[config.mk]
export PLATFORM = sky130hd
export DESIGN_NAME = cmul_fixed
export DESIGN_NICKNAME = d
export VERILOG_FILES = /design/src/rtl/cmul_pkg.sv /design/src/rtl/cmul_mul_stage.sv /design/src/rtl/cmul_quant.sv /design/src/rtl/cmul_fixed.sv
export SDC_FILE = /design/constraint.sdc
export NUM_CORES = 1
export LEC_CHECK = 0
export BUFFER_PORTS_ARGS = -buffer_cell sky130_fd_sc_hd__clkbuf_2
export CELL_PAD_IN_SITES_DETAIL_PLACEMENT = 2
export CELL_PAD_IN_SITES_GLOBAL_PLACEMENT = 2
export CORE_MARGIN = 2
export CORE_UTILIZATION = 44
export DETAILED_ROUTE_END_ITERATION = 8
export GPL_ROUTABILITY_DRIVEN = 0
export GPL_TIMING_DRIVEN = 0
export PLACE_DENSITY_LB_ADDON = 0.1
export SYNTH_ARGS = -nofsm -noshare
export SYNTH_HDL_FRONTEND = slang
export SYNTH_SLANG_ARGS = --single-unit
[constraint.sdc]
create_clock -name clk -period 15.5 [get_ports clk]
set_clock_uncertainty 0.1 [all_clocks]
set_input_delay 3.875 -clock clk [delete_from_list [all_inputs] [get_ports clk]]
set_output_delay 3.875 -clock clk [all_outputs]
set_load 0.005 [all_outputs]
[src/rtl/cmul_pkg.sv]
// Shared definitions for the fixed-point complex multiplier.
// Assumes two's-complement fractional operands with the binary point
// directly below the sign bit.
package cmul_pkg;
    // Product reduction mode carried through the pipeline with each sample
    typedef enum logic {
        RED_TRUNC = 1'b0,
        RED_ROUND = 1'b1
    } red_mode_e;

    // Index of each cross product inside the product array
    localparam int unsigned P_RR  = 0;  // a_re * b_re
    localparam int unsigned P_II  = 1;  // a_im * b_im
    localparam int unsigned P_RI  = 2;  // a_re * b_im
    localparam int unsigned P_IR  = 3;  // a_im * b_re
    localparam int unsigned N_PRD = 4;
endpackage

[src/rtl/cmul_mul_stage.sv]
// First pipeline stage: forms the four full-width cross products and
// registers them with the valid flag and the reduction mode.
// Assumes operands are stable at the clock edge where in_valid is high;
// product registers load only on valid samples.
module cmul_mul_stage
    import cmul_pkg::*;
#(
    parameter int unsigned DW = 8
) (
    input  logic                   clk,
    input  logic                   rst_n,
    input  logic                   in_valid,
    input  red_mode_e              mode_in,
    input  logic signed [DW-1:0]   a_re,
    input  logic signed [DW-1:0]   a_im,
    input  logic signed [DW-1:0]   b_re,
    input  logic signed [DW-1:0]   b_im,
    output logic                   v_q,
    output red_mode_e              mode_q,
    output logic [N_PRD*2*DW-1:0]  prod_q
);
    localparam int unsigned PW = 2 * DW;

    logic signed [DW-1:0] op_x [N_PRD];
    logic signed [DW-1:0] op_y [N_PRD];

    // Route operands to each multiplier in product-index order
    always_comb begin
        op_x[P_RR] = a_re;  op_y[P_RR] = b_re;
        op_x[P_II] = a_im;  op_y[P_II] = b_im;
        op_x[P_RI] = a_re;  op_y[P_RI] = b_im;
        op_x[P_IR] = a_im;  op_y[P_IR] = b_re;
    end

    genvar g;
    generate
        for (g = 0; g < N_PRD; g++) begin : g_mul
            logic signed [PW-1:0] prod_d;
            // Full-precision signed product, cannot overflow PW bits
            assign prod_d = PW'(op_x[g]) * PW'(op_y[g]);

            // Capture this product on valid samples only
            always_ff @(posedge clk) begin
                if (!rst_n)
                    prod_q[g*PW +: PW] <= '0;
                else if (in_valid)
                    prod_q[g*PW +: PW] <= prod_d;
            end
        end
    endgenerate

    // Carry valid flag every cycle and the mode with the sample
    always_ff @(posedge clk) begin
        if (!rst_n) begin
            v_q    <= 1'b0;
            mode_q <= RED_TRUNC;
        end else begin
            v_q <= in_valid;
            if (in_valid)
                mode_q <= mode_in;
        end
    end
endmodule

[src/rtl/cmul_quant.sv]
// Combinational reduction of one 2*DW-bit fractional product back to DW
// bits. Truncation keeps bits [2DW-2:DW-1]; rounding adds half an output
// LSB first. The single unrepresentable result (-1 * -1 = +1) is clamped
// to the largest positive value. Assumes the product came from two DW-bit
// signed operands, so the half-LSB addition cannot overflow PW bits.
module cmul_quant
    import cmul_pkg::*;
#(
    parameter int unsigned DW = 8
) (
    input  logic signed [2*DW-1:0] prod,
    input  red_mode_e              mode,
    output logic signed [DW-1:0]   q
);
    localparam int unsigned PW = 2 * DW;
    localparam logic [PW-1:0] HALF  = {{(PW-DW+1){1'b0}}, 1'b1, {(DW-2){1'b0}}};
    localparam logic [PW-1:0] PLUS1 = {2'b01, {(PW-2){1'b0}}};
    localparam logic [DW-1:0] QMAX  = {1'b0, {(DW-1){1'b1}}};

    logic [PW-1:0] biased;
    logic          is_plus1;
    logic          unused_bits;

    // Add the rounding offset when rounding mode is selected
    assign biased      = prod + ((mode == RED_ROUND) ? HALF : '0);
    // Detect the only product that has no DW-bit fractional image
    assign is_plus1    = (prod == PLUS1);
    // Pick the kept field, or clamp the +1 case
    assign q           = is_plus1 ? QMAX : biased[PW-2:DW-1];
    assign unused_bits = ^{biased[PW-1], biased[DW-2:0]};
endmodule

[src/rtl/cmul_fixed.sv]
// Two-stage fixed-point complex multiplier (top level).
// Stage 1 registers the four cross products; stage 2 reduces each to DW
// bits, forms re = rr - ii and im = ri + ir in DW+1 bits, and registers
// them. Outputs hold their value between valid samples.
module cmul_fixed
    import cmul_pkg::*;
#(
    parameter int unsigned DW = 8
) (
    input  logic                 clk,
    input  logic                 rst_n,
    input  logic                 in_valid,
    input  logic                 rnd_sel,
    input  logic signed [DW-1:0] a_re,
    input  logic signed [DW-1:0] a_im,
    input  logic signed [DW-1:0] b_re,
    input  logic signed [DW-1:0] b_im,
    output logic                 out_valid,
    output logic signed [DW:0]   re_out,
    output logic signed [DW:0]   im_out
);
    localparam int unsigned PW = 2 * DW;
    localparam int unsigned OW = DW + 1;

    red_mode_e                mode_in;
    logic                     v1;
    red_mode_e                mode1;
    logic [N_PRD*PW-1:0]      prod1;
    logic signed [DW-1:0]     qv [N_PRD];
    logic signed [OW-1:0]     re_d;
    logic signed [OW-1:0]     im_d;

    // Map the select pin onto the mode type
    assign mode_in = rnd_sel ? RED_ROUND : RED_TRUNC;

    cmul_mul_stage #(.DW(DW)) i_mul (
        .clk      (clk),
        .rst_n    (rst_n),
        .in_valid (in_valid),
        .mode_in  (mode_in),
        .a_re     (a_re),
        .a_im     (a_im),
        .b_re     (b_re),
        .b_im     (b_im),
        .v_q      (v1),
        .mode_q   (mode1),
        .prod_q   (prod1)
    );

    genvar g;
    generate
        for (g = 0; g < N_PRD; g++) begin : g_red
            cmul_quant #(.DW(DW)) i_quant (
                .prod (prod1[g*PW +: PW]),
                .mode (mode1),
                .q    (qv[g])
            );
        end
    endgenerate

    // Combine reduced products with one guard bit so no sum overflows
    always_comb begin
        re_d = OW'(qv[P_RR]) - OW'(qv[P_II]);
        im_d = OW'(qv[P_RI]) + OW'(qv[P_IR]);
    end

    // Output register: valid follows stage 1, data loads on valid only
    always_ff @(posedge clk) begin
        if (!rst_n) begin
            out_valid <= 1'b0;
            re_out    <= '0;
            im_out    <= '0;
        end else begin
            out_valid <= v1;
            if (v1) begin
                re_out <= re_d;
                im_out <= im_d;
            end
        end
    end
endmodule

* Word level (Yosys, flattened, before mapping)
Cells that the tools add are included. W data, S select, Z words.
Cells by class: shift operators 0, bitwise operators 0, reductions and logical operators 0, $mul 4, $lt $le $gt $ge 0, add/subtract/negate cells 6, divide/modulo/power cells 0, eq/ne operators 4, muxes and demuxes 6
Operator list (number):
- $eq A16 B15 Y1 const B | 4
- $mul A8 B8 Y16 | 4
- $add A15 B7 Y15 | 3
- $mux W8 | 4
- $add A15 B15 Y15 | 1
- $add A8 B8 Y9 | 1
- $sub A8 B8 Y9 | 1
- $mux W7 | 1
- $mux W1 | 1
Storage, ports and cells: logic and storage cells 29, bits in read-only memories 0, input bits 36, bits in writable memories 0, memories kept 0, latch bits 0, flip-flop bits (word level) 85

* Depth between registers and ports, before layout
Gate-level depths: netlist (run 1).
depth in word-level cells 4, mapped depth 18, mapped depth without buffers 17

* Modules after synthesis
A second synthesis (run 1) with hierarchy kept.
Unflattened totals: cells, all modules 1644, area, all modules 14626.5 µm²
By module, submodules not included:
- cmul_mul_stage | seq. area each 1321.3 µm², area each 12385.6 µm², cells each 1359, instances 1
- cmul_fixed | seq. area each 380.4 µm², area each 1345.0 µm², cells each 153, instances 1
- cmul_quant | seq. area each 0.0 µm², area each 224.0 µm², cells each 33, instances 4

* Least setup slack after synthesis (run 1)
OpenSTA, ideal clock, no wires.
path type input port to flip-flop, start input port b_re[2], end register i_mul.prod_q[14], stages 15, library setup time 0.127 ns, slack 7.486 ns, data arrival time 7.787 ns, path through clkbuf_1 -> nand2_1 -> inv_1 -> fa_1 -> fa_1 -> fa_1 -> inv_1 -> fa_1 -> inv_1 -> ha_1 -> a21oi_2 -> nor2b_1 -> a311oi_2 -> nor4_1 -> or3b_1
Between the ends: cells in the longest elaborated chain, start to end 1
Ends and longest elaborated chain:
- start, declared | RTL line cmul_fixed.sv:16 | input logic signed [DW-1:0] b_re,
- $mul A8 B8 Y16 | RTL line cmul_mul_stage.sv:40 | assign prod_d = PW'(op_x[g]) * PW'(op_y[g]);
- end signal, assigned by index | RTL line cmul_mul_stage.sv:47 | prod_q[g*PW +: PW] <= prod_d;
- end, declared | RTL line cmul_mul_stage.sv:20 | output logic [N_PRD*2*DW-1:0] prod_q
Every way passes these cells. A chain may end at the register's enable or synchronous reset.

* Final worst setup path (run 1)
start input port a_im[7], end register i_mul.prod_q[63]
Between the ends: cells in the longest elaborated chain, start to end 1
Ends and longest elaborated chain:
- start, declared | RTL line cmul_fixed.sv:15 | input logic signed [DW-1:0] a_im,
- $mul A8 B8 Y16 | RTL line cmul_mul_stage.sv:40
Every way passes these cells.

==> results.toml, run 1 <==
[global_routing]
grt_pass1_vias = 13330
grt_first_pass_wirelength_um = 76380
grt_max_degree = 16
grt_antenna_before_repair = 0
grt-ovfl-total = 0
gr-usage-all-layers_pct = 30.08

[clock_network]
cts_hold_buffers = 0
cts_sinks = 85
clockBufferDepth = 2
cts_made_buffers = 9
cts_tree = "yes"
cts.htree.levels = 3
clock_latency_ns = 0.35
cts-resized-gates = 0
post_cts_buffers = 0
path_clk_slew_ns = 0.07
cts_root_buf = "clkbuf_16"

[final_layout]
fillCellCount = 3634
num_antenna_cells = 0
fin_nets = 2089
drive_gt1_share_pct = 5.941
area_growth_pct = 7.867

[yosys]
synth_fa_ha_area_share_pct = 42.56
yosys_register_bits = 85
synthDominantCellAreaShare_pct = 30.77
synth_xor_area_share_pct = 5.216
yosysMostFrequentCell = "inv_1"
syn_inst = 1632
syn_nets = 2026
synth_common_cells = "inv_1 (329), fa_1 (222), and2_1 (171), ha_1 (136), nand2_1 (124)"
synth_edf_count = 0
synth_compound_area_share_pct = 8.413
ys.flop_type = "dfxtp_1"
ys_seq_area_share_pct = 11.78
ys_async_sr_fraction_pct = 0
yosys.area_share.simple_pct = 19.68
yosys_warnings = 0
synth_top_area_cell = "fa_1"
netlist_top_cells_area = "fa_1 (31%), dfxtp_1 (12%), ha_1 (12%)"
synth_mux_area_share_pct = 2.253
synth_area_um2 = 14440
synth_cell_type_count = 57
syn-mean-instance-area_um2 = 8.849
synth_top_family_by_area = "adder cells"

[die]
ioPinCount = 55
rows = 66
dieArea_um2 = 34290
die_h_um = 185.2
die_w_um = 185.2
start_util_pct = 44.50
core-area_um2 = 32450

[worst_setup_path]
worst-path-max-fanout = 10
reg2reg_slack_ns = 11.98
crit_required_ns = 15.62
startpoint_type = "input pin"
cp-end-kind = "register"
worstSetupPathType = "input pin to register"
cp.arrival_ns = 9.13

[timing]
whs_ns = 0.3561
rsz0062_at_grt = "false"
layout_min_cycle_time_ns = 9.011
slew_viol_final = 0
worst_pin_slew_ns = 0.9824
max_freq_mhz = 111.0
hold_violations = 0
setup_viol = 0
period_share_pct = 58.14
relSlewSlack_pct = 34.51
fin_ws_ns = 6.489
tns_ns = 0

[placed_design]
port-buffer-count = 52
preCtsSetupSlack_ns = 6.215
dp_hpwl_um = 40130

[power_and_ir_drop]
peakVddDrop_v = 0.00009963
power_leakage_nw = 7.451
power_density_nw_per_um2 = 163.1

[route]
antenna_left = 0
finalWirelength_um = 48730
viasPerCell = 5.386
firstDrtPassIters = 5
wl_per_cell_um = 22.75
drt-initial-drc-count = 478
vias = 11540
drcViolationCount = 0

[status]
status = "finished, final reports clean"

[hold_path]
hp-class = "register to register"

[job]
cap_violations = 0
-- final timing paths --
kind	start	endpoint	cells after the start
worst max-delay path	a_im[7]	i_mul.prod_q[63]	17
worst min-delay path	im_out[7]	im_out[7]	2
worst max register to register	i_mul.prod_q[18]	re_out[7]	12
worst min register to register	im_out[7]	im_out[7]	2
-- final cells by class --
cell class | count | area [um2] | area share, %
inverter | 330 | 1239 | 7.952
clock buffer | 10 | 229.0 | 1.470
multi-input combinational | 1160 | 11280 | 72.42
timing repair buffer | 52 | 260.3 | 1.671
sequential | 85 | 1702 | 10.92
buffer | 57 | 220.2 | 1.414
clock inverter | 6 | 93.84 | 0.6024
tap | 442 | 553.0 | 3.550
-- sequential cells by signal (all words and copies together), names as in the netlist --
register	flops
i_mul.prod_q	64
re_out	9
i_mul.mode_q	1
im_out	9
i_mul.v_q	1
out_valid	1
-- logic make-up (layout without fill, tap and decap cells) --
family                     count (synthesis)  after routing
DFF                                       85             85
adders and majority gates                358            358
xor gates and xnor gates                  86             86
and+or+nand+nor                          517            517
buffers and inverters                    387            455
AOI/OAI and AO/OA                        167            167
muxes                                     32             32
-- stage by stage --
| stage | power, mW | std cells | utilization, % | instance area [um2] |
|---|---|---|---|---|
| finish | 2.541 | 2142 | 48.00 | 15580 |
| global route | 2.766 | 2142 | 48.00 | 15580 |
| CTS | 2.542 | 2142 | 48.00 | 15580 |
| detailed placement | 2.279 | 2126 | 47.00 | 15250 |
| global placement | 2.151 | 2126 | 47.00 | 15250 |
| floorplan | 1.649 | 1632 | - | 14440 |
-- layer usage --
metal  global-route usage (%)  up-vias  share of wire [%]
met5                        0        -                  0
met4                    8.286        0                2.6
met3                    2.320       64                3.7
met2                    55.48      228                 51
met1                    37.69     6036                 42
li1                         -     5209                  -
-- cell usage in the layout, fill, tap and decap left out, types with 20 or more instances in the layout --
| cell | count |
|---|---|
| nor2_1 | 42 |
| xnor2_1 | 54 |
| and2_1 | 171 |
| nor2b_1 | 74 |
| o21ai_0 | 51 |
| xor2_1 | 32 |
| inv_1 | 329 |
| dfxtp_1 | 85 |
| clkbuf_2 | 52 |
| nand2_1 | 124 |
| mux2i_1 | 28 |
| nand3_1 | 27 |
| a21oi_1 | 20 |
| ha_1 | 136 |
| clkbuf_1 | 52 |
| fa_1 | 222 |
-- power by group --
group	internal [mW]	switching, mW
clock	0.143	0.0982
combinational	0.753	1.21
sequential	0.275	0.0587
-- worst max-delay path, cell delays in order --
cell,delay (ns)
clkbuf_2,0.23
clkbuf_1,0.55
nand2_1,0.29
inv_1,0.15
fa_1,0.45
fa_1,0.52
fa_1,0.50
inv_1,0.05
fa_1,0.48
inv_1,0.05
ha_1,0.35
a21oi_2,0.27
o211ai_1,0.19
a221oi_2,0.47
a21oi_2,0.11
xnor2_1,0.47
o21ai_1,0.12
Note: power is estimated with default switching activity, not from simulation.
==> run 2, diff against run 1 <==
Settings changed: CORE_UTILIZATION 44 to 41.
Clock period 15.5 ns to 8.6 ns, I/O delays scaled along.
==> results.toml, run 2 (synthesis gave the netlist of run 1 again) <==
[die]
core-area_um2 = 34630
ioPinCount = 55
die_h_um = 191.7
dieArea_um2 = 36740
start_util_pct = 41.70
die_w_um = 191.7
rows = 68

[worst_setup_path]
worst-path-max-fanout = 10
crit_required_ns = 8.72
cp.arrival_ns = 7.38
cp-end-kind = "register"
r2r-start = "i_mul.prod_q[18]"
reg2reg_slack_ns = 5.19
reg2reg_depth = 12
reg2reg_to = "re_out[7]"
critPathLaunch = "a_im[5]"
worstSetupPathType = "input pin to register"
startpoint_type = "input pin"
crit_end = "i_mul.prod_q[63]"

[power_and_ir_drop]
clockPowerShare_pct = 8.9
power_leakage_nw = 7.443
cell_internal_pwr_mw = 2.084
p_sw_mw = 2.459
power_frac_comb_pct = 77.8
power_density_nw_per_um2 = 291.7
pwr-share-seq_pct = 13.2
peakVddDrop_v = 0.0001517
power_mw = 4.543
switching_share_pct = 54.13

[route]
wl_per_cell_um = 22.46
drcViolationCount = 0
finalWirelength_um = 48410
firstDrtPassIters = 4
antenna_left = 0
drt-initial-drc-count = 498
vias = 11420
viasPerCell = 5.298

[timing]
relSlewSlack_pct = 43.56
period_share_pct = 84.37
rsz0062_at_grt = "false"
worst_pin_slew_ns = 0.8465
setup_viol = 0
tns_ns = 0
slew_viol_final = 0
hold_violations = 0
max_freq_mhz = 137.8
layout_min_cycle_time_ns = 7.256

[global_routing]
grt_antenna_before_repair = 1
gr-usage-all-layers_pct = 28.00
grt_max_degree = 15
grt-ovfl-total = 0
grt_pass1_vias = 13400
grt_first_pass_wirelength_um = 76670

[clock_network]
clock_latency_ns = 0.35
path_clk_slew_ns = 0.07
cts-resized-gates = 0
cts.htree.levels = 3
cts_root_buf = "clkbuf_16"
cts_hold_buffers = 0
cts_sinks = 85
cts_tree = "yes"
cts_made_buffers = 9
clockBufferDepth = 2
post_cts_buffers = 0

[job]
cap_violations = 0

[placed_design]
port-buffer-count = 52
dp_hpwl_um = 40190
dpl.cell_count = 2139

[final_layout]
fin_nets = 2089
final_cells = 2155
largest_reg_flops = 64
top_register = "i_mul.prod_q"
area_growth_pct = 7.841
reg.largest.list = "i_mul.prod_q x64, im_out x9, re_out x9"
drive_gt1_share_pct = 5.941
layout_commonest_cell = "inv_1"
final_cell_mix = "inv_1 (329), fa_1 (222), and2_1 (171), ha_1 (136), nand2_1 (124)"
num_antenna_cells = 0

[hold_path]
hp-class = "register to register"

[status]
status = "finished, final reports clean"
-- run 2: per-stage QoR --
| step | instance area [um2] | setup slack [ns] | hold WS [ns] | utilization, % |
|---|---|---|---|---|
| floorplan | 14440 | 2.311 | 0.3256 | - |
| global placement | 15270 | 1.179 | 0.3377 | 44.10 |
| global route | 15570 | 1.128 | 0.4012 | 44.97 |
| CTS | 15570 | 1.373 | 0.3679 | 44.97 |
| finish | 15570 | 1.344 | 0.3666 | 44.97 |
| detailed placement | 15270 | 1.011 | 0.3563 | 44.10 |
-- run 2: layer usage --
| layer | vias to the layer above | share of wire (%) | track usage (%) |
|---|---|---|---|
| met4 | 0 | 2.8 | 8.284 |
| met2 | 201 | 50 | 50.87 |
| met3 | 65 | 3.1 | 2.339 |
| met5 | - | 0 | 0 |
| met1 | 5940 | 44 | 35.28 |
| li1 | 5212 | - | - |
-- run 2: how the worst min path moves through the flow --
stage	start	to	slack (ns)	depth (start not counted)
after floorplan	i_mul.prod_q[15]	i_mul.prod_q[15]	0.33	2
after global routing	i_mul.prod_q[63]	i_mul.prod_q[63]	0.40	2
after global placement	re_out[7]	re_out[7]	0.34	2
final	im_out[7]	im_out[7]	0.37	2
after CTS	i_mul.prod_q[63]	i_mul.prod_q[63]	0.37	2
after detailed placement	im_out[7]	im_out[7]	0.36	2
-- run 2: final cells by class --
class                           instances  area, um2
Buffer                                 57      220.2
Clock buffer                           11      242.7
Multi-Input combinational cell       1160      11280
Clock inverter                          5      60.06
Timing Repair Buffer                   52      260.3
Sequential cell                        85       1702
Inverter                              330       1239
Tap cell                              455      569.3
Fill cell                            3906      19050
-- run 2: worst max-delay path, stage by stage --
cell       delay (ns)
clkbuf_2         0.26
clkbuf_1         0.60
nand2_1          0.19
fa_1             0.48
fa_1             0.55
inv_1            0.05
fa_1             0.52
inv_1            0.05
fa_1             0.48
inv_1            0.06
ha_1             0.33
nor3_1           0.43
a2111oi_4        0.09
a221oi_2         0.46
a21oi_2          0.11
xnor2_1          0.45
o21ai_1          0.10
-- run 2: power groups by stage --
stage	clock network [mW]	registers [mW]	logic [mW]
after global routing	0.428	0.616	3.92
after global placement	0	0.602	3.30
final	0.405	0.602	3.54
after floorplan	0	0.569	2.40
after detailed placement	0	0.609	3.51
after CTS	0.412	0.601	3.54
==> run 3, diff against run 2 <==
Settings changed: CORE_UTILIZATION 41 to 37.
Clock period 8.6 ns to 6.1 ns, I/O delays scaled along.
==> results.toml, run 3 (synthesis gave the netlist of run 1 again) <==
[timing]
tns_ns = 0
slew_viol_final = 0
setup_viol = 0
layout_min_cycle_time_ns = 5.977
worst_pin_slew_ns = 0.8432
whs_ns = 0.3603
relSlewSlack_pct = 43.79
max_freq_mhz = 167.3
hold_violations = 0
period_share_pct = 97.99

[global_routing]
grt-ovfl-total = 0
grt_antenna_before_repair = 3
grt_util_met3_pct = 1.409
grt_first_pass_wirelength_um = 74840
grt_pass1_vias = 13000
grt_busiest_layer = "met2"
grt_max_degree = 17
grtUsageMet1_pct = 31.58
gr-usage-all-layers_pct = 24.17
met2_usage_pct = 43.29

[worst_setup_path]
cp.arrival_ns = 6.10
slowest_delay_ns = 0.55
crit_slowest_cell = "fa_1"
startpoint_type = "input pin"
worst-path-max-fanout = 10
critPathMostFrequentCell = "fa_1"
worstSetupPathType = "input pin to register"
path_cells = "clkbuf_2 > clkbuf_4 > nand2_1 > fa_1 > fa_1 > inv_1 > fa_1 > inv_1 > fa_1 > inv_1 > ha_1 > a21oi_4 > o211ai_1 > a221oi_2 > a21oi_2 > xnor2_2 > o21ai_1"
crit_required_ns = 6.22
cp-end-kind = "register"

[die]
core-area_um2 = 38560
rows = 72
die_w_um = 201.6
ioPinCount = 55
start_util_pct = 37.45
dieArea_um2 = 40630
die_h_um = 201.6

[route]
finalWirelength_um = 47030
antenna_left = 0
wl_per_cell_um = 21.21
drt-initial-drc-count = 354
firstDrtPassIters = 5
vias = 11280
viasPerCell = 5.086
drcViolationCount = 0

[final_layout]
largest_reg_flops = 64
final_cell_mix = "inv_1 (329), fa_1 (221), and2_1 (171), ha_1 (136), nand2_1 (124)"
layout_commonest_cell = "inv_1"
top_register = "i_mul.prod_q"
final_area_um2 = 15910
reg.largest.list = "i_mul.prod_q x64, im_out x9, re_out x9"
area_growth_pct = 10.14
drive_gt1_share_pct = 8.657
fin_nets = 2088

[clock_network]
cts_tree = "yes"
path_clk_slew_ns = 0.07
cts_sinks = 85
clockBufferDepth = 2
cts_made_buffers = 9
cts_root_buf = "clkbuf_16"
cts.htree.levels = 3
clock_latency_ns = 0.35

[power_and_ir_drop]
cell_internal_pwr_mw = 3.131
pwr-share-seq_pct = 12.8
power_density_nw_per_um2 = 416.2
switching_share_pct = 52.70
clockPowerShare_pct = 10.0
peakVddDrop_v = 0.0001749
power_frac_comb_pct = 77.2
p_sw_mw = 3.489
power_leakage_nw = 7.605

[hold_path]
hp-class = "register to register"

[job]
cap_violations = 0

[placed_design]
port-buffer-count = 52
dp_hpwl_um = 39380
placed_cell_area_um2 = 15350

[status]
status = "finished, final reports clean"
[run 3: layout make-up]
type / count / area, um2
antenna: 1 / 2.502
clock inverter: 5 / 107.6
timing repair buffer: 55 / 282.8
multi-input combinational: 1160 / 11390
clock buffer: 10 / 239.0
inverter: 330 / 1239
sequential: 85 / 1702
buffer: 53 / 290.3
fill: 4342 / 22650
tap: 518 / 648.1
[run 3: worst paths after layout]
kind | start | end | slack (ns) | cells past startpoint
max reg2reg | i_mul.prod_q[18] | re_out[7] | 2.75 | 12
max | a_im[5] | i_mul.prod_q[63] | 0.12 | 17
min reg2reg | re_out[7] | re_out[7] | 0.36 | 2
min | re_out[7] | re_out[7] | 0.36 | 2
[run 3: critical path: cells and delay by family]
family	cells	cell delay, ns
buf+inv	5	0.72
fa+ha+maj	5	2.39
xor+xnor	1	0.31
simple gates	1	0.11
compound gates	5	1.02
[run 3: what timing repair did]
action | CTS | global route
setup buffers | 1 | 2
setup endpoints to repair | 19 | 18
cloned | 0 | 0
resized for setup | 33 | 68
hold buffers | 0 | 0
pin swaps | 1 | 5
[run 3: stage by stage]
stage                     utilization (%)  instances  setup WS [ns]  power [mW]
final                               41.25       2217         0.1229       6.619
after global routing                41.24       2216      -0.008904       7.281
after CTS                           40.89       2215       0.002998       6.524
after detailed placement            39.81       2202        -0.8906       5.753
after global placement              39.81       2202        -0.8261       5.562
after floorplan                         -       1632         0.4361       4.190
[run 3: layer usage]
layer  up-vias  part of all wire (%)
met2       176                    49
met5         -                     0
met4         0                   2.4
li1       5211                     -
met1      5844                    46
met3        44                   2.4
[run 3: power by group through the flow]
stage	Clock, mW	Sequential (mW)	Combinational, mW
after CTS	0.669	0.846	5.01
after detailed placement	0	0.857	4.90
final	0.659	0.848	5.11
after global routing	0.693	0.866	5.72
after floorplan	0	0.802	3.39
after global placement	0	0.847	4.71
